==> src/rtl/color_squash_pkg.sv <==
package color_squash_pkg;
  localparam int OP_W = 3;
  localparam int WB_W = 2;

  typedef enum logic [OP_W-1:0] {
    OP_MOV = 3'd0,
    OP_ADD = 3'd1,
    OP_AND = 3'd2,
    OP_XOR = 3'd3,
    OP_JMP = 3'd4
  } op_e;

  typedef enum logic [WB_W-1:0] {
    WB_NONE = 2'd0,
    WB_ACC  = 2'd1,
    WB_MEM  = 2'd2
  } wb_e;
endpackage

==> src/rtl/fetch_color_reg.sv <==
module fetch_color_reg (
  input  logic clk_i,
  input  logic rst_ni,
  input  logic redirect_i,
  output logic color_o
);
  logic color_q;

  always_ff @(posedge clk_i or negedge rst_ni) begin
    if (!rst_ni) color_q <= 1'b0;
    else if (redirect_i) color_q <= ~color_q;
  end

  assign color_o = color_q;

  a_r5_fetch_flips_after_redirect: assert property (@(posedge clk_i) disable iff (!rst_ni)
    redirect_i |=> (color_q != $past(color_q)));
  a_r5_fetch_holds_otherwise: assert property (@(posedge clk_i) disable iff (!rst_ni)
    !redirect_i |=> $stable(color_q));
endmodule

==> src/rtl/exec_color_ctrl.sv <==
module exec_color_ctrl #(
  parameter int ADDR_W = 16
) (
  input  logic              clk_i,
  input  logic              rst_ni,
  input  logic              valid_i,
  input  logic              color_i,
  input  logic              is_jump_i,
  input  logic              taken_i,
  input  logic [ADDR_W-1:0] target_i,
  output logic              squash_o,
  output logic              redirect_o,
  output logic [ADDR_W-1:0] redirect_addr_o,
  output logic              color_o
);
  logic              color_q;
  logic              redirect_q;
  logic [ADDR_W-1:0] addr_q;
  logic              fire;

  assign squash_o = valid_i & (color_i != color_q);
  // only a live, taken jump moves the path
  assign fire     = valid_i & ~squash_o & is_jump_i & taken_i;

  always_ff @(posedge clk_i or negedge rst_ni) begin
    if (!rst_ni) begin
      color_q    <= 1'b0;
      redirect_q <= 1'b0;
      addr_q     <= '0;
    end else begin
      redirect_q <= fire;
      if (fire) begin
        color_q <= ~color_q;
        addr_q  <= target_i;
      end
    end
  end

  assign redirect_o      = redirect_q;
  assign redirect_addr_o = addr_q;
  assign color_o         = color_q;

  a_r4_color_change_has_redirect: assert property (@(posedge clk_i) disable iff (!rst_ni)
    !$stable(color_q) |-> redirect_q);
  a_r4_redirect_single_cycle: assert property (@(posedge clk_i) disable iff (!rst_ni)
    redirect_q |=> !redirect_q || $past(valid_i && is_jump_i));
endmodule

==> src/rtl/exec_dispatch.sv <==
module exec_dispatch
  import color_squash_pkg::*;
#(
  parameter int DATA_W = 8
) (
  input  logic              clk_i,
  input  logic              rst_ni,
  input  logic              valid_i,
  input  logic              squash_i,
  input  logic [OP_W-1:0]   op_i,
  input  logic [WB_W-1:0]   wb_i,
  input  logic [DATA_W-1:0] src_a_i,
  input  logic [DATA_W-1:0] src_b_i,
  output logic              out_valid_o,
  output logic              out_squashed_o,
  output logic [DATA_W-1:0] out_result_o,
  output logic [WB_W-1:0]   out_wb_o
);
  logic [DATA_W-1:0] alu_res;
  logic              live;

  assign live = valid_i & ~squash_i;

  always_comb begin
    unique case (op_e'(op_i))
      OP_MOV:  alu_res = src_a_i;
      OP_ADD:  alu_res = src_a_i + src_b_i;
      OP_AND:  alu_res = src_a_i & src_b_i;
      OP_XOR:  alu_res = src_a_i ^ src_b_i;
      default: alu_res = '0;
    endcase
  end

  always_ff @(posedge clk_i or negedge rst_ni) begin
    if (!rst_ni) begin
      out_valid_o    <= 1'b0;
      out_squashed_o <= 1'b0;
      out_result_o   <= '0;
      out_wb_o       <= WB_NONE;
    end else begin
      out_valid_o    <= valid_i;
      out_squashed_o <= squash_i;
      out_result_o   <= live ? alu_res : '0;
      out_wb_o       <= live ? wb_i : WB_NONE;
    end
  end

  a_r8_idle_emits_nothing: assert property (@(posedge clk_i) disable iff (!rst_ni)
    !valid_i |=> !out_valid_o && (out_wb_o == WB_NONE));
endmodule

==> src/rtl/color_squash_stage.sv <==
module color_squash_stage
  import color_squash_pkg::*;
#(
  parameter int DATA_W = 8,
  parameter int ADDR_W = 16
) (
  input  logic              clk_i,
  input  logic              rst_ni,
  input  logic              in_valid_i,
  input  logic              in_color_i,
  input  logic [2:0]        in_op_i,
  input  logic              in_taken_i,
  input  logic [DATA_W-1:0] in_src_a_i,
  input  logic [DATA_W-1:0] in_src_b_i,
  input  logic [ADDR_W-1:0] in_target_i,
  input  logic [1:0]        in_wb_i,
  output logic              out_valid_o,
  output logic              out_squashed_o,
  output logic [DATA_W-1:0] out_result_o,
  output logic [1:0]        out_wb_o,
  output logic              redirect_valid_o,
  output logic [ADDR_W-1:0] redirect_addr_o,
  output logic              exec_color_o,
  output logic              fetch_color_o
);
  logic squash;
  logic is_jump;

  assign is_jump = (op_e'(in_op_i) == OP_JMP);

  exec_color_ctrl #(.ADDR_W(ADDR_W)) u_ctrl (
    .clk_i, .rst_ni,
    .valid_i        (in_valid_i),
    .color_i        (in_color_i),
    .is_jump_i      (is_jump),
    .taken_i        (in_taken_i),
    .target_i       (in_target_i),
    .squash_o       (squash),
    .redirect_o     (redirect_valid_o),
    .redirect_addr_o(redirect_addr_o),
    .color_o        (exec_color_o)
  );

  exec_dispatch #(.DATA_W(DATA_W)) u_disp (
    .clk_i, .rst_ni,
    .valid_i       (in_valid_i),
    .squash_i      (squash),
    .op_i          (in_op_i),
    .wb_i          (in_wb_i),
    .src_a_i       (in_src_a_i),
    .src_b_i       (in_src_b_i),
    .out_valid_o   (out_valid_o),
    .out_squashed_o(out_squashed_o),
    .out_result_o  (out_result_o),
    .out_wb_o      (out_wb_o)
  );

  fetch_color_reg u_fetch (
    .clk_i, .rst_ni,
    .redirect_i(redirect_valid_o),
    .color_o   (fetch_color_o)
  );

  a_r3_squashed_is_inert: assert property (@(posedge clk_i) disable iff (!rst_ni)
    out_squashed_o |-> (out_wb_o == WB_NONE) && (out_result_o == '0));
  a_r6_squash_never_redirects: assert property (@(posedge clk_i) disable iff (!rst_ni)
    out_squashed_o |-> !redirect_valid_o);
  a_r7_not_taken_holds_color: assert property (@(posedge clk_i) disable iff (!rst_ni)
    (in_valid_i && is_jump && !in_taken_i) |=> !redirect_valid_o && $stable(exec_color_o));
endmodule

==> config.mk <==
export PLATFORM = sky130hd
export DESIGN_NAME = color_squash_stage
export DESIGN_NICKNAME = d
export VERILOG_FILES = /design/src/rtl/color_squash_pkg.sv /design/src/rtl/fetch_color_reg.sv /design/src/rtl/exec_color_ctrl.sv /design/src/rtl/exec_dispatch.sv /design/src/rtl/color_squash_stage.sv
export SDC_FILE = /design/constraint.sdc
export NUM_CORES = 1
export LEC_CHECK = 0
export ABC_CLOCK_PERIOD_IN_PS = 3500
export BUFFER_PORTS_ARGS = -buffer_cell sky130_fd_sc_hd__buf_2
export CORE_MARGIN = 1.5
export CORE_UTILIZATION = 25
export CTS_CLUSTER_SIZE = 12
export DETAILED_ROUTE_END_ITERATION = 8
export GPL_ROUTABILITY_DRIVEN = 0
export SLEW_MARGIN = 20
export SYNTH_ARGS = -nofsm -noshare
export SYNTH_HDL_FRONTEND = slang
export SYNTH_SLANG_ARGS = --single-unit
==> constraint.sdc <==
create_clock -name clk_i -period 3.5 [get_ports clk_i]
set_input_delay 0.175 -clock clk_i [delete_from_list [all_inputs] [get_ports clk_i]]
set_output_delay 0.175 -clock clk_i [all_outputs]
set_load 0.05 [all_outputs]
==> impl_metrics.json, run 1 <==
{
  "grt_pass1_wl_mm": 5.94,
  "syn_nets": 182,
  "htreeDepth": 2,
  "finish.utilization_pct": 34.0,
  "crit_required_ns": 3.65,
  "final_antenna_net_count": 0,
  "dp_slack_ns": 1.65,
  "layout.nets": 256,
  "p_leak_uw": 0.00114,
  "clock_sinks": 31,
  "cp.arrival_ns": 1.99,
  "wirelength_mm": 3.58,
  "die_h_um": 83.3,
  "finalHoldViolCount": 0,
  "die_x_um": 83.3,
  "final_cell_area_um2": 2130,
  "clk_pin_slew_ns": 0.06,
  "route.detailed.drc": 0,
  "synth-seq-cells": 31,
  "grt_max_degree": 32,
  "period_needed_ns": 1.83,
  "rsz0062_at_grt": "false",
  "hold_path_class": "primary input to flip-flop",
  "yosysTopAreaCellShare_pct": 48.1,
  "drive_above_1_share_pct": 47.8,
  "dieArea_um2": 6940,
  "end_kind": "flip-flop",
  "io_buffers": 72,
  "post_dp_cell_area_um2": 2040,
  "dpl.hpwl_mm": 2.81,
  "tightestPinTransition_ns": 0.674,
  "synth-seq-area-share_pct": 48.1,
  "report.power.total_uw": 1480,
  "async_flop_share_pct": 100,
  "cap_violations": 0,
  "cts_buffer_depth": 2,
  "syn2layout_area_growth_pct": 32.4,
  "core_area_um2": 6280,
  "synth_commonest_cells": "dfrtp_1, nor2_1, ha_1, mux2_2, mux2_4",
  "syn_inst": 131,
  "postCtsSetupBuffers": 0,
  "start_kind": "flip-flop",
  "synth_edf_count": 0,
  "vias": 1235,
  "synth_most_common_cell": "dfrtp_1",
  "slew_viol_final": 0,
  "fin_crit_sh_pct": 52.3,
  "fillerInstances": 652,
  "relSlewSlack_pct": 55.0,
  "clk_latency_ns": 0.27,
  "io_pins": 73,
  "drt_first_pass_iters": 4,
  "setup_ws_ns": 1.67,
  "tns_ns": 0,
  "start_util_pct": 25.7,
  "max_freq_ghz": 0.546,
  "tritoncts": "done",
  "ys.flop_type": "dfrtp_1",
  "critPathMaxFanout": 18,
  "holdBufCountCts": 1,
  "grt_pass1_vias": 1200,
  "grt_overflow": 0,
  "cts_buffers": 5,
  "synth_top_area_cell": "dfrtp_1",
  "peakVddDrop_mv": 0.512,
  "yosys_warnings": 0,
  "status": "finished, final reports clean",
  "grt.total_usage_pct": 10.7,
  "diodes": 0,
  "syn_area_um2": 1610,
  "synth_area_per_cell_um2": 12.3,
  "synth_cell_types": 31,
  "wl_per_cell_um": 12.7,
  "via_per_inst": 4.38,
  "finalClockSkew_ns": 0.00185,
  "drt_iter0_markers": 13,
  "cellPowerDensity_nw_per_um2": 694,
  "synth_area_leaders": "dfrtp_1, mux2_4, ha_1",
  "ctsResizeCount": 0,
  "setup_viol": 0,
  "antenna_found_initial": 0,
  "critPathKind": "flip-flop to flip-flop",
  "cts-root-buf": "clkbuf_8",
  "row_count": 29
}
[state kept, by name, summed over array words and instances (netlist names)]
signal / count
u_ctrl.color_o: 1
u_ctrl.redirect_o: 1
u_fetch.color_o: 1
u_ctrl.redirect_addr_o: 16
u_disp.out_squashed_o: 1
u_disp.out_wb_o: 2
u_disp.out_result_o: 8
u_disp.out_valid_o: 1
[final timing paths]
path                       slack (ns)                                     end                        start  cells past startpoint
setup / recovery                 1.67  u_ctrl.redirect_addr_o[12]$_DFFE_PN0P_   u_ctrl.color_o$_DFFE_PN0P_                      4
hold / removal                   0.06            u_disp.out_valid_o$_DFF_PN0_                   in_valid_i                      1
setup reg to reg                 1.67  u_ctrl.redirect_addr_o[12]$_DFFE_PN0P_   u_ctrl.color_o$_DFFE_PN0P_                      4
hold reg to reg                  0.48             u_fetch.color_o$_DFFE_PN0P_  u_fetch.color_o$_DFFE_PN0P_                      1
max in group asynchronous        2.58   u_ctrl.redirect_addr_o[5]$_DFFE_PN0P_                       rst_ni                      2
min in group asynchronous        0.48  u_ctrl.redirect_addr_o[11]$_DFFE_PN0P_                       rst_ni                      2
[power breakdown]
group / leakage (uW) / switching, uW / internal (uW)
clock: 0.0000470 / 121 / 154
sequential: 0.000404 / 45.6 / 456
combinational: 0.000692 / 492 / 212
[cell usage in the layout (no fill, tap or decap), types with 2 or more instances in the layout]
master | synthesis | final
a31oi_1 | 4 | 4
nor2b_1 | 3 | 3
xnor2_1 | 5 | 5
buf_2 | 2 | 72
mux2_4 | 8 | 8
dfrtp_1 | 31 | 31
xor2_1 | 4 | 4
o21bai_1 | 2 | 2
ha_1 | 8 | 8
a21oi_1 | 7 | 7
a211oi_1 | 4 | 4
nor3_1 | 2 | 2
clkbuf_8 | 0 | 6
mux2i_1 | 6 | 6
and3_1 | 2 | 2
o21ai_0 | 5 | 5
mux2_2 | 8 | 8
nor2_1 | 10 | 10
nand3_1 | 2 | 2
a21o_1 | 2 | 2
o22ai_1 | 3 | 3
[stage by stage]
| stage | hold slack, ns | instances |
|---|---|---|
| after global routing | 0.0702 | 282 |
| final | 0.0596 | 282 |
| after floorplan | -0.121 | 131 |
| after global placement | 0.259 | 274 |
| after detailed placement | 0.262 | 274 |
| after CTS | 0.0512 | 282 |
[area by class of cell]
type	instances	area [um^2]	share of cell area, %
tap	77	96.3	4.52
inverter	1	3.75	0.176
clock buffer	6	82.6	3.87
sequential	31	776	36.4
multi-input combinational	93	800	37.5
timing repair buffer	73	370	17.4
clock inverter	1	5.00	0.235
[worst max-delay path, stage by stage, from the launching register on]
cell and delay [ns]:
dfrtp_1 0.42, xnor2_1 0.29, and2_4 0.23, nand4_4 0.35, mux2_4 0.42
[per-layer routing]
layer  up-vias  wire, um  track usage (%)
met1       553      1660             14.2
met2        59      1590             16.3
met4         0        36             3.64
met3         4       293             3.48
met5         -         0                0
li1        619         -                -
[cells by family after synthesis]
| logic type | count (synthesis) | synth area share, % |
|---|---|---|
| compound gates | 27 | 10.2 |
| buf+inv | 7 | 2.25 |
| fa+ha+maj | 9 | 7.45 |
| simple gates | 25 | 8.93 |
| mux | 23 | 18.2 |
| flops | 31 | 48.1 |
| xor+xnor | 9 | 4.89 |
Note: power is estimated with default switching activity, not from simulation.
==> run 2, diff against run 1 <==
--- a/config.mk
+++ b/config.mk
@@ -5,7 +5,7 @@
 export SDC_FILE = /design/constraint.sdc
 export NUM_CORES = 1
 export LEC_CHECK = 0
-export ABC_CLOCK_PERIOD_IN_PS = 3500
+export ABC_CLOCK_PERIOD_IN_PS = 1700
 export BUFFER_PORTS_ARGS = -buffer_cell sky130_fd_sc_hd__buf_2
 export CORE_MARGIN = 1.5
 export CORE_UTILIZATION = 25
==> constraint.sdc (replaced) <==
create_clock -name clk_i -period 1.7 [get_ports clk_i]
set_input_delay 0.085 -clock clk_i [delete_from_list [all_inputs] [get_ports clk_i]]
set_output_delay 0.085 -clock clk_i [all_outputs]
set_load 0.05 [all_outputs]
==> impl_metrics.json, run 2 (synthesized netlist as in run 1, its figures left out) <==
{
  "via_per_inst": 4.40,
  "grtUsageMet1_pct": 13.0,
  "grt_overflow": 0,
  "crit_required_ns": 1.86,
  "r2r_start": "u_ctrl.color_o$_DFFE_PN0P_",
  "start_util_pct": 25.7,
  "max_freq_ghz": 0.638,
  "grt_max_degree": 32,
  "drt_first_pass_iters": 4,
  "slew_viol_final": 0,
  "grt_pass1_vias": 1357,
  "io_pins": 73,
  "layout.nets": 263,
  "cts_buffers": 5,
  "clk_latency_ns": 0.28,
  "ff2ff_path_depth": 5,
  "worstPathCellList": "xnor2_2, and2_4, nand4_4, buf_12, mux2_4",
  "wirelength_mm": 3.60,
  "swShare_pct": 42.2,
  "r2r-end": "u_ctrl.redirect_addr_o[9]$_DFFE_PN0P_",
  "vias": 1277,
  "cp.depth": 5,
  "period_needed_ns": 1.57,
  "antenna_found_initial": 0,
  "peakVddDrop_mv": 1.02,
  "internal_power_uw": 1880,
  "crit_buf_inv": 1,
  "grt.total_usage_pct": 10.7,
  "cts_buffer_depth": 2,
  "grt_pass1_wl_mm": 5.92,
  "layout_commonest_cell": "buf_2",
  "wl_per_cell_um": 12.4,
  "met2_usage_pct": 18.0,
  "syn2layout_area_growth_pct": 39.0,
  "drt_iter0_markers": 18,
  "io_buffers": 72,
  "route.detailed.drc": 0,
  "cts-root-buf": "clkbuf_8",
  "r2r_slack_ns": 0.13,
  "cp.arrival_ns": 1.73,
  "hold_path_class": "primary input to flip-flop",
  "final_antenna_net_count": 0,
  "clkPwrFrac_pct": 22.6,
  "end_kind": "flip-flop",
  "grt-busiest-layer": "met2",
  "tns_ns": 0,
  "gr-usage-met3_pct": 2.39,
  "critPathMaxFanout": 15,
  "dieArea_um2": 6940,
  "diodes": 0,
  "final_cell_mix": "buf_2, dfrtp_1, nor2_1",
  "die_h_um": 83.3,
  "cpPeakStageDelay_ns": 0.44,
  "p_switching_uw": 1370,
  "die_x_um": 83.3,
  "core_area_um2": 6280,
  "row_count": 29,
  "holdWs_ns": 0.0361,
  "fin_crit_sh_pct": 92.2,
  "drive_above_1_share_pct": 50.2,
  "p_seq_share_pct": 31.9,
  "crit_path_start": "u_ctrl.color_o$_DFFE_PN0P_",
  "status": "finished, final reports clean",
  "rsz0062_at_grt": "false",
  "clock_sinks": 31,
  "p_leak_uw": 0.00120,
  "cap_violations": 0,
  "final_cell_area_um2": 2240,
  "finalClockSkew_ns": 0.00254,
  "htreeDepth": 2,
  "crit_path_end": "u_ctrl.redirect_addr_o[9]$_DFFE_PN0P_",
  "largest_register_ffs": 16,
  "dpl.hpwl_mm": 2.89,
  "finalHoldViolCount": 0,
  "tritoncts": "done",
  "post_dp_cell_area_um2": 2100,
  "hold_depth": 2,
  "pwr-share-comb_pct": 45.5,
  "finish.utilization_pct": 35.7,
  "clk_pin_slew_ns": 0.06,
  "start_kind": "flip-flop",
  "postCtsSetupBuffers": 0,
  "cellPowerDensity_nw_per_um2": 1450,
  "cp_slowest_cell": "dfrtp_2",
  "tightestPinTransition_ns": 0.679,
  "setup_viol": 0,
  "critPathKind": "flip-flop to flip-flop",
  "crit_family": "flip-flops",
  "relSlewSlack_pct": 54.7
}
-- run 2: worst min-delay path by stage --
stage / startpoint / endpoint / slack [ns]
after CTS: in_target_i[1] / u_ctrl.redirect_addr_o[1]$_DFFE_PN0P_ / 0.03
final: in_target_i[1] / u_ctrl.redirect_addr_o[1]$_DFFE_PN0P_ / 0.04
after floorplan: rst_ni / u_ctrl.color_o$_DFFE_PN0P_ / -0.21
after global placement: rst_ni / u_ctrl.redirect_addr_o[13]$_DFFE_PN0P_ / 0.17
after detailed placement: rst_ni / u_ctrl.redirect_addr_o[13]$_DFFE_PN0P_ / 0.16
after global routing: in_target_i[1] / u_ctrl.redirect_addr_o[1]$_DFFE_PN0P_ / 0.03
-- run 2: cell type report --
cell class | instances | area (um^2)
multi-input cells | 93 | 807
flip-flops and latches | 31 | 777
well taps | 77 | 96.3
clock inverters | 2 | 35.0
clock buffers | 6 | 82.6
repair buffers | 80 | 438
inverters | 1 | 3.75
fillers | 632 | 4040
-- run 2: repair_timing --
item	CTS	global route
hold endpoints to repair	32	0
hold buffers	2	0
gates resized for setup	0	0
-- run 2: per-layer routing --
| layer | vias to the layer above | share of wire (%) |
|---|---|---|
| met3 | 7 | 7.3 |
| met4 | 0 | 2.0 |
| met5 | - | 0 |
| met2 | 58 | 47 |
| met1 | 582 | 44 |
| li1 | 630 | - |
-- run 2: power groups by stage --
stage | clock [uW] | combinational (uW) | sequential (uW)
detailed placement | 0 | 1490 | 1060
CTS | 762 | 1500 | 1040
global route | 793 | 1560 | 1070
finish | 736 | 1480 | 1040
global placement | 0 | 1490 | 1040
floorplan | 0 | 393 | 1770
-- run 2: stage by stage --
stage          cells  total power, uW  worst slack, ns
2_1_floorplan    131             2170           0.0146
3_3_place_gp     280             2530           0.0151
3_5_place_dp     280             2540           0.0104
4_1_cts          290             3300            0.108
5_1_grt          290             3420           0.0663
6_report         290             3260            0.133
-- run 2: worst register-to-register path: stages, from the launching register on --
cell,delay [ns]
dfrtp_2,0.44
xnor2_2,0.18
and2_4,0.19
nand4_4,0.15
buf_12,0.20
mux2_4,0.30
